$ cat config.mk
export PLATFORM = sky130hd
export DESIGN_NAME = sdi_ser_top
export DESIGN_NICKNAME = d
export VERILOG_FILES = /design/src/rtl/sdi_ser_pkg.sv /design/src/rtl/sdi_word_sel.sv /design/src/rtl/sdi_line_coder.sv /design/src/rtl/sdi_ser_top.sv
export SDC_FILE = /design/constraint.sdc
export NUM_CORES = 1
export LEC_CHECK = 0
export ABC_AREA = 1
export BUFFER_PORTS_ARGS = -buffer_cell sky130_fd_sc_hd__buf_2
export CAP_MARGIN = 15
export CORE_MARGIN = 2
export CORE_UTILIZATION = 25
export CTS_BUF_LIST = sky130_fd_sc_hd__clkbuf_4
export DETAILED_ROUTE_END_ITERATION = 10
export GPL_TIMING_DRIVEN = 0
export PLACE_DENSITY = 0.5
export SYNTH_ARGS = -nofsm -noshare
export SYNTH_HDL_FRONTEND = slang
export SYNTH_SLANG_ARGS = --single-unit
$ cat constraint.sdc
create_clock -name clk -period 2.3 [get_ports clk]
set_input_delay 0.345 -clock clk [delete_from_list [all_inputs] [get_ports clk]]
set_output_delay 0.345 -clock clk [all_outputs]
set_load 0.02 [all_outputs]
$ cat src/rtl/sdi_ser_pkg.sv
package sdi_ser_pkg;

    localparam int SYM_W   = 10;                 // bits per video word
    localparam int BUS_W   = 2 * SYM_W;          // parallel bus width
    localparam int CNT_W   = $clog2(SYM_W);      // bit index width
    localparam int SCR_LEN = 9;                  // scrambler order
    localparam int SCR_TAP = 4;                  // inner tap

    typedef enum logic [1:0] {
        MODE_OFF   = 2'd0,
        MODE_RAW   = 2'd1,
        MODE_CODED = 2'd2
    } line_mode_e;

    typedef struct packed {
        logic [SYM_W-1:0] shreg;   // word being shifted out
        logic [SYM_W-1:0] hold;    // second word of a wide tick
        logic [CNT_W-1:0] idx;     // bit index within current word
        logic             pend;    // second word still to send
        logic             active;  // a bit is being presented
    } word_state_t;

    function automatic line_mode_e decode_mode(logic code_en, logic alt_enc);
        if (alt_enc)      return MODE_OFF;
        else if (code_en) return MODE_CODED;
        else              return MODE_RAW;
    endfunction

    function automatic logic scramble_bit(logic d, logic [SCR_LEN-1:0] hist);
        return d ^ hist[SCR_LEN-1] ^ hist[SCR_TAP-1];
    endfunction

endpackage

$ cat src/rtl/sdi_word_sel.sv
module sdi_word_sel
    import sdi_ser_pkg::*;
(
    input  logic             clk,
    input  logic             rst,
    input  logic             wide_bus,
    input  logic             pclk_tick,
    input  logic [BUS_W-1:0] din,
    output logic             bit_out,
    output logic             bit_vld
);
    localparam logic [CNT_W-1:0] LAST_IDX = CNT_W'(SYM_W - 1);

    word_state_t st, st_nxt;

    always_comb begin
        st_nxt = st;
        if (pclk_tick) begin
            st_nxt.shreg  = wide_bus ? din[SYM_W-1:0] : din[BUS_W-1:SYM_W];
            st_nxt.hold   = din[BUS_W-1:SYM_W];
            st_nxt.pend   = wide_bus;
            st_nxt.idx    = '0;
            st_nxt.active = 1'b1;
        end else if (st.active) begin
            if (st.idx == LAST_IDX) begin
                st_nxt.idx = '0;
                if (st.pend) begin
                    st_nxt.shreg = st.hold;
                    st_nxt.pend  = 1'b0;
                end else begin
                    st_nxt.active = 1'b0;
                end
            end else begin
                st_nxt.shreg = st.shreg >> 1;
                st_nxt.idx   = st.idx + 1'b1;
            end
        end
    end

    always_ff @(posedge clk) begin
        if (rst) st <= '0;
        else     st <= st_nxt;
    end

    assign bit_out = st.shreg[0];
    assign bit_vld = st.active;


    tick_loads_chk: assert property (@(posedge clk) disable iff (rst)
        pclk_tick |=> bit_vld);


    idx_range_chk: assert property (@(posedge clk) disable iff (rst)
        st.idx <= LAST_IDX);


    narrow_no_pend_chk: assert property (@(posedge clk) disable iff (rst)
        (pclk_tick && !wide_bus) |=> !st.pend);

endmodule

$ cat src/rtl/sdi_line_coder.sv
module sdi_line_coder
    import sdi_ser_pkg::*;
(
    input  logic       clk,
    input  logic       rst,
    input  line_mode_e mode,
    input  logic       bit_in,
    input  logic       bit_vld,
    output logic       sd_out,
    output logic       bit_stb
);
    logic [SCR_LEN-1:0] hist;
    logic               nrz_lvl;
    logic               scr;

    assign scr = scramble_bit(bit_in, hist);

    always_ff @(posedge clk) begin
        if (rst) begin
            hist    <= '0;
            nrz_lvl <= 1'b0;
            sd_out  <= 1'b0;
            bit_stb <= 1'b0;
        end else if (bit_vld && mode != MODE_OFF) begin
            bit_stb <= 1'b1;
            if (mode == MODE_CODED) begin
                hist    <= {hist[SCR_LEN-2:0], scr};
                nrz_lvl <= nrz_lvl ^ scr;
                sd_out  <= nrz_lvl ^ scr;
            end else begin
                sd_out  <= bit_in;
            end
        end else begin
            bit_stb <= 1'b0;
            sd_out  <= 1'b0;
        end
    end


    off_silent_chk: assert property (@(posedge clk) disable iff (rst)
        (mode == MODE_OFF) |=> (!bit_stb && !sd_out));


    raw_pass_chk: assert property (@(posedge clk) disable iff (rst)
        (mode == MODE_RAW && bit_vld) |=> (sd_out == $past(bit_in)));


    coded_stb_chk: assert property (@(posedge clk) disable iff (rst)
        (mode == MODE_CODED && bit_vld) |=> bit_stb);


    zero_hold_chk: assert property (@(posedge clk) disable iff (rst)
        (mode == MODE_CODED && bit_vld && !bit_in && hist == '0 && !nrz_lvl)
            |=> !sd_out);

endmodule

$ cat src/rtl/sdi_ser_top.sv
module sdi_ser_top
    import sdi_ser_pkg::*;
(
    input  logic             clk,
    input  logic             rst,
    input  logic             code_en,
    input  logic             alt_enc,
    input  logic             wide_bus,
    input  logic             pclk_tick,
    input  logic [BUS_W-1:0] din,
    output logic             sd_out,
    output logic             bit_stb
);
    line_mode_e mode;
    logic       ser_bit;
    logic       ser_vld;

    assign mode = decode_mode(code_en, alt_enc);

    sdi_word_sel u_word_sel (
        .clk       (clk),
        .rst       (rst),
        .wide_bus  (wide_bus),
        .pclk_tick (pclk_tick),
        .din       (din),
        .bit_out   (ser_bit),
        .bit_vld   (ser_vld)
    );

    sdi_line_coder u_coder (
        .clk     (clk),
        .rst     (rst),
        .mode    (mode),
        .bit_in  (ser_bit),
        .bit_vld (ser_vld),
        .sd_out  (sd_out),
        .bit_stb (bit_stb)
    );


    post_reset_idle_chk: assert property (@(posedge clk)
        $past(rst) |-> !bit_stb);

endmodule

**After elaboration in Yosys (flattened, before gate mapping)**

Index checks and enable logic that the tools add are counted.

- Add/sub/neg operators: 1
- Equal/unequal tests: 3
- Multiplexer cells: 14
- Bitwise logic cells: 4
- Reductions and logical operators: 9

Operator list:

| cell | count |
|---|---|
| 10-bit 2-to-1 mux | 5 |
| 2-bit 2-to-1 mux | 5 |
| 2-bit AND reduction | 3 |
| 2-bit nonzero test | 3 |
| 4-bit by 1-bit adder with 4-bit output, second input constant | 1 |
| 4-bit == test, second input constant | 1 |
| 4-bit 2-to-1 mux | 1 |
| 2-bit OR reduction | 2 |
| 1-bit 2-to-1 mux | 3 |
| 3-bit by 2-bit inequality test with 1-bit output, second input constant | 1 |
| 1-bit XOR | 3 |
| 2-bit == test, second input constant | 1 |
| 1-bit logical AND | 1 |
| 1-bit NOT | 1 |

- Register bits: 38
- Input port bits: 26
- Logic and storage cells: 40

**Longest topological paths before layout**

- Word-level depth: 6
- Mapped depth: 9
- Mapped depth without buffers: 9

**By module**

A second synthesis with hierarchy kept.

- Cell total of the unflattened synthesis: 302
- Area total of the unflattened synthesis: 1945.6 um^2

Modules (own cells, without submodules):

| module | instances | cells an instance | area each (um^2) | seq. area each (um^2) |
|---|---|---|---|---|
| sdi_word_sel | 1 | 226 | 1401.3 | 520.5 |
| sdi_line_coder | 1 | 73 | 530.5 | 240.2 |
| sdi_ser_top | 1 | 3 | 13.8 | 0.0 |

**Worst setup path after synthesis**

No wires, ideal clock.

- Path kind: register to register
- Start: register u_word_sel.st[5] (netlist bit)
- End: register u_word_sel.st[24] (netlist bit)
- Setup time: 0.111 ns
- Arrival: 1.004 ns
- Data required time: 2.189 ns
- Path slack: 1.184 ns
- Stages on the path, launching flop included: 9
- Buffers on the path: 1
- Clock period less this slack: 1.116 ns
- Cells stage by stage: dfxtp_1 inv_1 nor2_2 nand2_1 buf_6 nand3_1 nand3_1 nor2_1 nor2_1

- Word-level cells in the longest chain between the ends: 4
- Elaborated cells between the ends (all ways): 6

RTL lines:

| element | line | RTL |
|---|---|---|
| start: declaration | sdi_word_sel.sv:14 | `word_state_t st, st_nxt;` |
| start signal: assignment | sdi_word_sel.sv:42 | `else st <= st_nxt;` |
| 4-bit == test * | sdi_word_sel.sv:25 | `if (st.idx == LAST_IDX) begin` |
| 10-bit 2-to-1 mux | sdi_word_sel.sv:25 |  |
| 10-bit 2-to-1 mux | sdi_word_sel.sv:24 | `end else if (st.active) begin` |
| 10-bit 2-to-1 mux | sdi_word_sel.sv:18 | `if (pclk_tick) begin` |

Mark *: on every way between the ends. The rest lies on a longest branch, timed or not. The select of a mux whose other input is x is not followed.
A chain may end at the register's enable or synchronous reset.

**Final worst setup path**

- Start: register u_word_sel.st[5] (netlist bit)
- End: register u_word_sel.st[22] (netlist bit)

The elaborated chain is that of the path after synthesis.

==> flow_metrics.tcl <==
set metrics [dict create \
    hold_viol 0 \
    fin_skew_ns 0.0129 \
    synth_ff_type "dfxtp_1" \
    die_w_um 90.0 \
    fillerInstances 837 \
    r2r_cells 8 \
    cts_hold_buffers 0 \
    dr.pass1.iters 5 \
    power_leakage_uw 0.000954 \
    critPathBufInv 2 \
    r2r_end "u_word_sel.st[22]" \
    critPathLaunch "u_word_sel.st[5]" \
    pwr_density_cell_nw_per_um2 581 \
    gp_congestion 0.754 \
    synth_fp_nets 299 \
    tns_ns 0 \
    path_clk_slew_ns 0.13 \
    start_util 0.256 \
    area_delta_synth_final_pct 16.9 \
    grt_max_degree 13 \
    first_iter_violations 99 \
    cp_top_family "simple AND/OR/NAND/NOR gates" \
    synth_edf_count 0 \
    required_ns 2.55 \
    grt_pass1_vias 1633 \
    dp_hpwl_mm 3.29 \
    cts_setup_buffers 0 \
    drv_cap 0 \
    synth_seq_cells 38 \
    ys_seq_area_frac 0.412 \
    tritoncts.num_buffers 5 \
    synthCells 273 \
    seqCellArea_um2 761 \
    muxShareOfSynthArea 0 \
    crit_type "flop to flop" \
    drt_wl_total_mm 4.45 \
    mostFrequentLayoutCells "nor2_1, nand3_1, nand2_1, dfxtp_1, buf_2" \
    worstMarginPinSlew_ns 0.495 \
    num_antenna_cells 0 \
    synth_top_family_by_area "simple AND/OR/NAND/NOR gates" \
    crit_chain "inv_1 -> nor2_2 -> nand2_1 -> buf_6 -> nand3_1 -> nand3_1 -> nor2_1 -> nor2_1" \
    worst_setup_path_start_kind "flop" \
    finalCriticalPeriod_ns 1.29 \
    grt_usage 0.114 \
    wl_per_cell_um 10.9 \
    overflow 0 \
    cts_tree "built" \
    syn_avg_cell_area_um2 6.77 \
    mostFrequentLayoutCell "nor2_1" \
    die-area_um2 8100 \
    drive_above_1_share 0.169 \
    die_y_um 90.0 \
    via_count 1783 \
    drc 0 \
    crit_path_max_fanout 10 \
    grt_pass1_wl_mm 7.49 \
    synthArstFlopShare 0 \
    status "finished clean" \
    drtAntennaViolNets 0 \
    cp_num_cells 8 \
    nNetsFinal 333 \
    portBuffers 27 \
    via_per_inst 4.38 \
    max_freq_mhz 778 \
    critical-path-slowest-cell "dfxtp_1" \
    setup_viol 0 \
    slew-limit-headroom 0.670 \
    design_area_um2 2160 \
    holdCritStartpoint "din[12]" \
    synth-simple-area-share 0.356 \
    multi_input_area_um2 891 \
    yosys_warnings 0 \
    min_path_type "input port to flop" \
    power.total_uw 1260 \
    rrSetupSlack_ns 1.01 \
    coreArea_um2 7210 \
    end_kind "flop" \
    synth-compound-area-share 0.126 \
    synth_fa_ha_area_frac 0 \
    fp-row-count 31 \
    place_area_um2 2110 \
    final_util 0.300 \
    rr_startpoint "u_word_sel.st[5]" \
    cts.path.max_buffers 2 \
    irDropWorstVdd_mv 0.210 \
    clock_sinks 38 \
    rsz0062_at_grt "false" \
    post_synth_instance_area_um2 1850 \
    antenna_found_initial 0 \
    arrival_ns 1.53 \
    root_buffer "clkbuf_4" \
    insertion_delay_ns 0.35 \
    cts_resized 0 \
    htreeDepth 2 \
    final.period_utilization 0.559 \
    synth.distinct_cells 22 \
    crit_path_end "u_word_sel.st[22]" \
    slowest_delay_ns 0.39 \
    maxSlewViolCount 0 \
    io_pins 28 \
    synth-xor-area-share 0 \
]
==> sequential cells by signal (all words and copies together) (netlist names) <==
register and flops:
u_word_sel.st 24, u_coder.hist 9, u_coder.bit_stb 1, u_coder.nrz_lvl 1, u_coder.sd_out 1, u_word_sel.bit_out 1
u_word_sel.bit_vld 1
==> cell usage after synthesis, types with 2 or more instances <==
cell type / count / area share
dfxtp_1: 38 / 0.41
buf_6: 5 / 0.030
o21ai_0: 25 / 0.068
inv_1: 24 / 0.049
nand3_1: 42 / 0.11
a21oi_1: 14 / 0.038
buf_2: 4 / 0.011
clkbuf_1: 5 / 0.010
nand2_1: 39 / 0.079
nor2_1: 62 / 0.13
inv_2: 2 / 0.0041
nand4_1: 2 / 0.0068
nor2_2: 2 / 0.0068
==> power breakdown <==
group	total, uW	internal, uW	switching [uW]
logic	194	77.8	116
registers	710	693	16.6
clock network	351	114	237
total	1260	885	370
==> final cells by class <==
class	instances	share of cell area
Buffer	15	0.0457
Clock buffer	5	0.0174
Clock inverter	3	0.00753
Inverter	26	0.0452
Multi-Input combinational cell	194	0.412
Sequential cell	38	0.352
Tap cell	99	0.0573
Timing Repair Buffer	27	0.0625
==> metal layers <==
metal,share of wire,global-route usage,up-vias
li1,-,-,947
met1,0.50,0.145,802
met2,0.45,0.186,27
met3,0.039,0.0310,7
met4,0.014,0.0385,0
met5,0,0,-
==> logic make-up (layout without fill, tap and decap cells) <==
logic type,Yosys count,count (layout)
AOI/OAI and AO/OA,43,43
DFF,38,38
buffers and inverters,41,76
and+or+nand+nor,151,151
==> worst min-delay path: cells and delay by family <==
| kind | cells | cell delay (ns) |
|---|---|---|
| simple gates | 2 | 0.12 |
| buf+inv | 1 | 0.09 |
==> stage by stage <==
step                      setup slack [ns]  cells  hold WS (ns)
after floorplan                       1.18    273         0.438
after global placement               0.900    399         0.447
after detailed placement             0.873    399         0.453
after CTS                             1.00    407         0.222
after global routing                 0.801    407         0.234
final                                 1.01    407         0.236
==> worst min-delay path by stage <==
| stage | endpoint | slack (ns) | cells past startpoint |
|---|---|---|---|
| floorplan | u_coder.hist[5] | 0.44 | 2 |
| global placement | u_coder.hist[2] | 0.45 | 2 |
| detailed placement | u_coder.hist[2] | 0.45 | 2 |
| CTS | u_word_sel.st[6] | 0.22 | 3 |
| global route | u_word_sel.st[6] | 0.23 | 3 |
| finish | u_word_sel.st[8] | 0.24 | 3 |
(Power assumes the default switching activity.)
